--- src/rtl/pal_sm_pkg.sv ---
package pal_sm_pkg;

    localparam int NCELL     = 3;
    localparam int NSTATE    = 2;
    localparam int CELL_FLAG = 0;
    localparam int CELL_LO   = 1;
    localparam int CELL_HI   = 2;

    typedef struct packed {
        logic set;
        logic clr;
    } sr_drive_t;

    // Set/clear storage update: clear dominates, neither holds.
    function automatic logic sr_step(input logic cur, input sr_drive_t d);
        if (d.clr)      return 1'b0;
        else if (d.set) return 1'b1;
        else            return cur;
    endfunction

    // A plain data value expressed as a set/clear pair.
    function automatic sr_drive_t as_data(input logic v);
        sr_drive_t r;
        r.set = v;
        r.clr = ~v;
        return r;
    endfunction

endpackage

--- src/rtl/pal_and_or_plane.sv ---
module pal_and_or_plane
    import pal_sm_pkg::*;
(
    input  logic      in_a,
    input  logic      in_b,
    input  logic      fb_hi,
    input  logic      fb_lo,
    output sr_drive_t drv_hi,
    output sr_drive_t drv_lo,
    output logic      flag_sum
);

    always_comb begin
        drv_hi.set = ~in_a & in_b & fb_lo;
        drv_hi.clr = fb_hi;
        drv_lo.set = ~in_a & ~in_b;
        drv_lo.clr = in_a | in_b;
        flag_sum   = fb_hi & ~fb_lo & in_a & ~in_b;
    end

endmodule

--- src/rtl/pal_macrocell.sv ---
module pal_macrocell
    import pal_sm_pkg::*;
(
    input  logic      clk,
    input  logic      rst,
    input  sr_drive_t drv,
    input  logic      sel_reg,
    input  logic      oe,
    output logic      fb,
    output logic      pin
);

    logic stored;
    logic comb_val;

    assign comb_val = sr_step(stored, drv);

    always_ff @(posedge clk) begin
        if (rst) stored <= 1'b0;
        else     stored <= comb_val;
    end

    assign fb  = stored;
    assign pin = oe ? (sel_reg ? stored : comb_val) : 1'b0;

endmodule

--- src/rtl/pal_seq_slice.sv ---
module pal_seq_slice
    import pal_sm_pkg::*;
(
    input  logic              clk,
    input  logic              rst,
    input  logic              in_a,
    input  logic              in_b,
    input  logic [NCELL-1:0]  cell_sel,
    input  logic [NCELL-1:0]  cell_oe,
    output logic [NCELL-1:0]  pin_out,
    output logic [NSTATE-1:0] state_out
);

    sr_drive_t [NCELL-1:0] drv;
    logic      [NCELL-1:0] fb;
    sr_drive_t             drv_hi;
    sr_drive_t             drv_lo;
    logic                  flag_sum;

    pal_and_or_plane u_plane (
        .in_a     (in_a),
        .in_b     (in_b),
        .fb_hi    (fb[CELL_HI]),
        .fb_lo    (fb[CELL_LO]),
        .drv_hi   (drv_hi),
        .drv_lo   (drv_lo),
        .flag_sum (flag_sum)
    );

    always_comb begin
        drv[CELL_HI]   = drv_hi;
        drv[CELL_LO]   = drv_lo;
        drv[CELL_FLAG] = as_data(flag_sum);
    end

    for (genvar i = 0; i < NCELL; i++) begin : g_cell
        pal_macrocell u_cell (
            .clk     (clk),
            .rst     (rst),
            .drv     (drv[i]),
            .sel_reg (cell_sel[i]),
            .oe      (cell_oe[i]),
            .fb      (fb[i]),
            .pin     (pin_out[i])
        );
    end

    assign state_out = {fb[CELL_HI], fb[CELL_LO]};

endmodule

--- config.mk ---
export PLATFORM = sky130hd
export DESIGN_NAME = pal_seq_slice
export DESIGN_NICKNAME = d
export VERILOG_FILES = /design/src/rtl/pal_sm_pkg.sv /design/src/rtl/pal_and_or_plane.sv /design/src/rtl/pal_macrocell.sv /design/src/rtl/pal_seq_slice.sv
export SDC_FILE = /design/constraint.sdc
export NUM_CORES = 1
export LEC_CHECK = 0
export ABC_AREA = 0
export BUFFER_PORTS_ARGS = -buffer_cell sky130_fd_sc_hd__buf_2
export CORE_AREA = 2 2 39 41
export DETAILED_ROUTE_END_ITERATION = 8
export DIE_AREA = 0 0 41 43
export GPL_ROUTABILITY_DRIVEN = 1
export PLACE_DENSITY = 0.44
export SLEW_MARGIN = 20
export SYNTH_ARGS = -nofsm -noshare
export SYNTH_HDL_FRONTEND = slang
export SYNTH_SLANG_ARGS = --single-unit
--- constraint.sdc ---
create_clock -name clk -period 1.15 [get_ports clk]
set_clock_uncertainty 0.05 [all_clocks]
set_input_delay 0.0575 -clock clk [delete_from_list [all_inputs] [get_ports clk]]
set_output_delay 0.0575 -clock clk [all_outputs]
set_load 0.03 [all_outputs]
### After elaboration in Yosys (flattened, before gate mapping)

Cells that the tools add are included.

* flip-flop bits (word level): 3
* input port bits: 10
* output and inout port bits: 5
* word-level logic and storage cells: 24

* multiplexer cells: 11
* bitwise logic cells: 10

Operators by type and width (number)
* 2-to-1 mux 1 bit: 11
* bitwise AND 1 bit: 6
* NOT 1 bit: 3
* OR 1 bit: 1

### Depth between registers and ports, before layout

Gate-level depths: netlist of the first run.

* depth in word-level cells: 7
* mapped depth: 3
* depth with buffers taken out: 2

### Cells and area by module

From an unflattened synthesis of the first run, not the netlist that was laid out.

* cell total of the unflattened synthesis: 26
* area total of the unflattened synthesis: 209.0 µm²

By module, submodules not included
* pal_macrocell: times used 3, cells an instance 6, area each 50.0 µm², seq. area each 20.0 µm²
* pal_and_or_plane: times used 1, cells an instance 5, area each 40.0 µm², seq. area each 0.0 µm²
* pal_seq_slice: times used 1, cells an instance 3, area each 18.8 µm², seq. area each 0.0 µm²

### Worst setup path after synthesis of the first run

No wires, ideal clock.

* kind: flip-flop to output port
* start point: register g_cell[2].u_cell.stored
* end point: output port pin_out[2]
* arrival time: 0.902 ns
* required time: 1.043 ns
* setup slack: 0.141 ns
* cell stages (with the launch flop): 4
* buffers on the path: 1
* path through: dfxtp_1 nand3b_1 o41ai_1 buf_4

* word-level cells in the longest chain between the ends: 3

RTL lines
* from (decl): RTL line pal_macrocell.sv:13 `logic stored;`
* from (signal assigned): RTL line pal_macrocell.sv:20 `else stored <= comb_val;`
* 2-to-1 mux 1 bit: RTL line pal_sm_pkg.sv:16 `if (d.clr) return 1'b0;`
* 2-to-1 mux 1 bit (*) (2 in series): RTL line pal_macrocell.sv:24 `assign pin = oe ? (sel_reg ? stored : comb_val) : 1'b0;`
* to (decl): RTL line pal_seq_slice.sv:10 `output logic [NCELL-1:0] pin_out,`

Mark *: on every way between the ends. The rest lies on a longest branch, timed or not.

### Final worst setup path of the first run

Same ends and word-level chain as after synthesis.

==> reports/qor.csv, run 1 <==
metric,value,unit
DR vias/cell,3.69,
Final Critical Period,1.27,ns
clock slew at the register clock pins of the worst setup and hold paths,0.04,ns
CTS tree,done,
htree depth,1,
maximum vdd drop,0.303,mV
Post-Syn Nets,32,
Fillers,166,
critical path launch point type,flip-flop,
met2 GRT Util,0.0750,
Critical Path Max Stage Delay,0.32,ns
Final Power,344,uW
DR vias,214,
fin nets,53,
Pwr Density,1020,mW/mm^2
max FFs per register,3,
CP Max Fanout,4,
Remaining DRCs,0,
"Setup violations, final",2,
synthesized area per cell,8.25,sq um
Seq pwr share,0.314,
Die Ht,43,microns
Tcrit/Tclk final,1.11,
Clock Tree Buf Depth,2,
DP Cell Count,47,
Required @ worst endpoint,1.04,ns
# rows,14,
arrival time at the worst endpoint,1.17,ns
leakage power,0.000162,uW
port bufs,14,
outcome,"complete, but fails checks",
initial antenna violation count,0,
slew margin rel.,0.849,
Critical Path Slowest Stage Cell,dfxtp_2,
Internal,266,uW
Inserted Diodes,0,
die area,0.00176,sq mm
mapped cell area,181,sq um
failing checks,negative setup slack,
Iteration-0 DRC Markers,3,
CTS buffer count,3,
Hold Slack,0.204,ns
Core Area,0.00138,sq mm
max_cap viols,0,
Cell variety after synth,14,
Initial Util,0.131,
post-route ant nets,0,
post-synthesis register bit count,3,
Worst setup EP type,primary output,
final worst slack,-0.125,ns
final WL,482,microns
WL per Instance,8.31,microns
largest net degree at the start of global routing,5,
chip width,41,microns
met3 global-route usage,0.0314,
Final Max Tran Viols,0,
Root Driver,clkbuf_4,
crit path kind,flip-flop to primary output,
first-pass GRT wire length,545,microns
router iterations before antenna repair,4,
Switching Share,0.226,
GP Congestion,0.608,
Worst-Skew Late Latency,0.23,ns
unrepaired setup endpoints after global routing,yes,
"worst slack, placed",0.0742,ns
area grow syn2layout,86.2,%
vias in the first global route,162,
critical-path cell list,"nand3b_1, o41ai_2, buf_4",
post-synthesis sequential area ratio,0.331,
actual slew at the worst max-slew pin,0.224,ns
Non-Filler Instances,58,
GR Layer Usage met1,0.0450,
"Warnings, synthesis",0,
Total GRT Usage,0.0532,
worst hold-check path type,input port to flip-flop,
clk sink count,3,
share of power burned in combinational logic,0.158,
clock power share,0.528,
Net Sw Power,77.6,uW
Mapped Cells,22,
grt peak-use layer,met2,
final count of hold timing violations,0,
I/O pins,15,
layout cell share with drive strength beyond 1,0.571,
GR Overflow Total,0,
FMAX,784,MHz
==> synthesized netlist by cell type <==
| cell | count | share of area |
|---|---|---|
| buf_4 | 5 | 0.21 |
| nor2_1 | 1 | 0.021 |
| nand3b_1 | 1 | 0.041 |
| nand3_1 | 2 | 0.055 |
| or3_1 | 1 | 0.035 |
| a21boi_1 | 1 | 0.041 |
| nand2b_1 | 1 | 0.035 |
| o41ai_1 | 1 | 0.048 |
| inv_1 | 1 | 0.021 |
| nand4bb_1 | 1 | 0.062 |
| nand2_1 | 1 | 0.021 |
| o21ai_0 | 1 | 0.028 |
| dfxtp_1 | 3 | 0.33 |
| nor3_1 | 2 | 0.055 |
==> placed cells by master, fill, tap and decap left out, types with 2 or more instances in the layout <==
| cell | synthesis | routed |
|---|---|---|
| buf_4 | 5 | 7 |
| buf_2 | 0 | 11 |
| dlygate4sd3_1 | 0 | 3 |
| dfxtp_2 | 0 | 2 |
| clkbuf_4 | 0 | 3 |
| nand3_1 | 2 | 2 |
| nor3_1 | 2 | 2 |
==> kinds of logic (layout without fill, tap and decap cells) <==
| kind of cell | Yosys count | count (layout) | synth area share |
|---|---|---|---|
| AO/OA/AOI/OAI | 3 | 3 | 0.117 |
| buffers and inverters | 6 | 26 | 0.228 |
| flip-flops | 3 | 3 | 0.331 |
| AND/OR/NAND/NOR | 10 | 10 | 0.324 |
==> metal layers <==
metal	part of all wire	wire, microns	vias up
li1	-	-	115
met1	0.40	194	92
met2	0.51	244	7
met3	0.091	44	0
met4	0	0	0
met5	0	0	-
==> area by class of cell <==
cell class / instances / area [sq um] / share of cell area
Timing Repair Buffer: 21 / 138 / 0.407
Multi-Input combinational cell: 13 / 87.6 / 0.259
Sequential cell: 3 / 62.6 / 0.185
Clock buffer: 4 / 26.3 / 0.0778
Tap cell: 16 / 20.0 / 0.0593
Inverter: 1 / 3.75 / 0.0111
==> critical path: cells and delay by family (launching register included) <==
family                 cells  cell delay, ns
buffers and inverters      1            0.21
AND/OR/NAND/NOR            1            0.20
AO/OA/AOI/OAI              1            0.21
flip-flops                 1            0.32
==> final timing paths <==
| check | slack (ns) | end | cells after the start | start |
|---|---|---|---|---|
| max | -0.12 | pin_out[2] | 3 | g_cell[2].u_cell.fb$_SDFF_PP0_ |
| min | 0.20 | g_cell[0].u_cell.fb$_SDFF_PP0_ | 4 | in_a |
| max reg2reg | 0.13 | g_cell[2].u_cell.fb$_SDFF_PP0_ | 4 | g_cell[2].u_cell.fb$_SDFF_PP0_ |
| min reg2reg | 0.56 | g_cell[0].u_cell.fb$_SDFF_PP0_ | 3 | g_cell[2].u_cell.fb$_SDFF_PP0_ |
==> power by group through the flow <==
stage	clock [uW]	sequential (uW)	combinational (uW)
6_report	182	108	54.3
5_1_grt	197	108	58.3
4_1_cts	192	108	52.8
3_3_place_gp	0	110	38.7
3_5_place_dp	0	110	39.2
2_1_floorplan	0	109	19.4
==> what timing repair did <==
action,4_1_cts,5_1_grt
gates resized for setup,6,2
setup buffers,3,1
endpoints found under the hold margin,3,0
endpoints found under the setup margin,2,3
pin swaps,2,0
hold buffers,3,0
==> through the flow <==
stage                     area, sq um  utilization  setup TNS, ns
after floorplan                   181            -              0
after global placement            234        0.169              0
after detailed placement          234        0.169              0
after CTS                         328        0.237         -0.152
after global routing              338        0.244         -0.251
final                             338        0.244         -0.137
(Power assumes the default switching activity.)
==> run 2: changes to the inputs <==
- BUFFER_PORTS_ARGS: -buffer_cell sky130_fd_sc_hd__buf_2 -> not set
- DONT_BUFFER_PORTS: not set -> 1
- PLACE_DENSITY: 0.44 -> 0.34
- clock period: 1.15 -> 1.3 ns (I/O delays scaled with it)
==> reports/qor.csv, run 2 (synthesis results as in run 1) <==
metric,value,unit
worst hold-check path type,input port to flip-flop,
WHS Path Cells,3,
actual slew at the worst max-slew pin,0.232,ns
leakage power,0.000119,uW
Die Ht,43,microns
max_cap viols,0,
"Setup violations, final",0,
die area,0.00176,sq mm
Final Max Tran Viols,0,
Iteration-0 DRC Markers,3,
htree depth,1,
initial antenna violation count,0,
arrival time at the worst endpoint,1.17,ns
FMAX,775,MHz
hold path endpoint,g_cell[0].u_cell.fb$_SDFF_PP0_,
worst reg2reg setup slack,0.31,ns
Worst R2R End,g_cell[0].u_cell.fb$_SDFF_PP0_,
router iterations before antenna repair,4,
port bufs,0,
vias in the first global route,200,
max FFs per register,3,
Tcrit/Tclk final,0.992,
r2r worst-path depth,3,
Final Critical Period,1.29,ns
CTS buffer count,3,
GR Overflow Total,0,
Clock Tree Buf Depth,2,
outcome,completed,
Worst-Skew Late Latency,0.24,ns
Total GRT Usage,0.0711,
hold_sp,in_b,
chip width,41,microns
post-route ant nets,0,
# rows,14,
crit path kind,flip-flop to primary output,
Initial Util,0.131,
Remaining DRCs,0,
reg2reg start,g_cell[1].u_cell.fb$_SDFF_PP0_,
final count of hold timing violations,0,
GP Congestion,0.641,
final worst slack,0.0103,ns
most frequent cells in the layout,"buf_4 (5), dlygate4sd3_1 (4), clkbuf_4 (3)",
"worst slack, placed",0.262,ns
CP Max Fanout,3,
clock slew at the register clock pins of the worst setup and hold paths,0.04,ns
area grow syn2layout,59.3,%
Pwr Density,1020,mW/mm^2
"most common cell after layout, fill and taps aside",buf_4,
final WL,506,microns
hpwl dp,323,microns
unrepaired setup endpoints after global routing,yes,
layout cell share with drive strength beyond 1,0.323,
DR vias,192,
I/O pins,15,
Inserted Diodes,0,
Worst setup EP type,primary output,
Core Area,0.00138,sq mm
WL per Instance,10.8,microns
first-pass GRT wire length,759,microns
Root Driver,clkbuf_4,
largest net degree at the start of global routing,5,
Required @ worst endpoint,1.19,ns
post-CTS setup buffer count,0,
post-route setup TNS,0,ns
clk sink count,3,
fin nets,42,
maximum vdd drop,0.495,mV
critical path launch point type,flip-flop,
CTS tree,done,
DR vias/cell,4.09,
slew margin rel.,0.843,
[run 2: final cells by class]
| class | instances | area [sq um] |
|---|---|---|
| tap | 16 | 20.0 |
| multi-input combinational | 13 | 87.6 |
| timing repair buffer | 10 | 90.1 |
| inverter | 1 | 3.75 |
| clock buffer | 4 | 26.3 |
| sequential | 3 | 61.3 |
| fill | 163 | 1090 |
[run 2: power by group]
part	switching [uW]	internal, uW
Sequential	1.01	94.1
Combinational	14.2	16.2
Clock	54.4	115
Total	69.6	226
[run 2: worst max-delay path, stage by stage (launching register included)]
cell and delay (ns):
dfxtp_2 0.32, nand3b_1 0.19, o41ai_2 0.22, buf_4 0.21
[run 2: per-stage QoR]
stage	power (uW)	hold slack [ns]	util	cells	area, sq um
after floorplan	114	0.0861	-	22	181
after global placement	115	0.0878	0.146	38	201
after detailed placement	115	0.0888	0.146	38	201
after CTS	296	0.292	0.206	47	285
after global routing	312	0.217	0.209	47	289
final	295	0.186	0.209	47	289
[run 2: metal layers]
layer	GRT usage	routed length, microns	vias to the layer above
met1	0.0479	180	85
met3	0.0524	79	0
li1	-	-	91
met2	0.116	246	16
met4	0.0600	0	0
met5	0	0	-
[run 2: worst max-delay path by stage]
| stage | startpoint | to | slack, ns | depth (start not counted) |
|---|---|---|---|---|
| 5_1_grt | g_cell[2].u_cell.fb$_SDFF_PP0_ | pin_out[2] | -0.06 | 3 |
| 4_1_cts | g_cell[2].u_cell.fb$_SDFF_PP0_ | pin_out[2] | 0.02 | 3 |
| 3_3_place_gp | g_cell[2].u_cell.fb$_SDFF_PP0_ | pin_out[2] | 0.26 | 3 |
| 6_report | g_cell[2].u_cell.fb$_SDFF_PP0_ | pin_out[2] | 0.01 | 3 |
| 2_1_floorplan | g_cell[2].u_cell.fb$_SDFF_PP0_ | pin_out[2] | 0.28 | 3 |
| 3_5_place_dp | g_cell[2].u_cell.fb$_SDFF_PP0_ | pin_out[2] | 0.26 | 3 |
[run 2: timing repair]
item                                    4_1_cts  5_1_grt
hold buffers                                  5        0
pin swaps                                     0        0
gates resized for setup                       1        2
endpoints found under the setup margin        1        2
hold endpoints to repair                      3        0
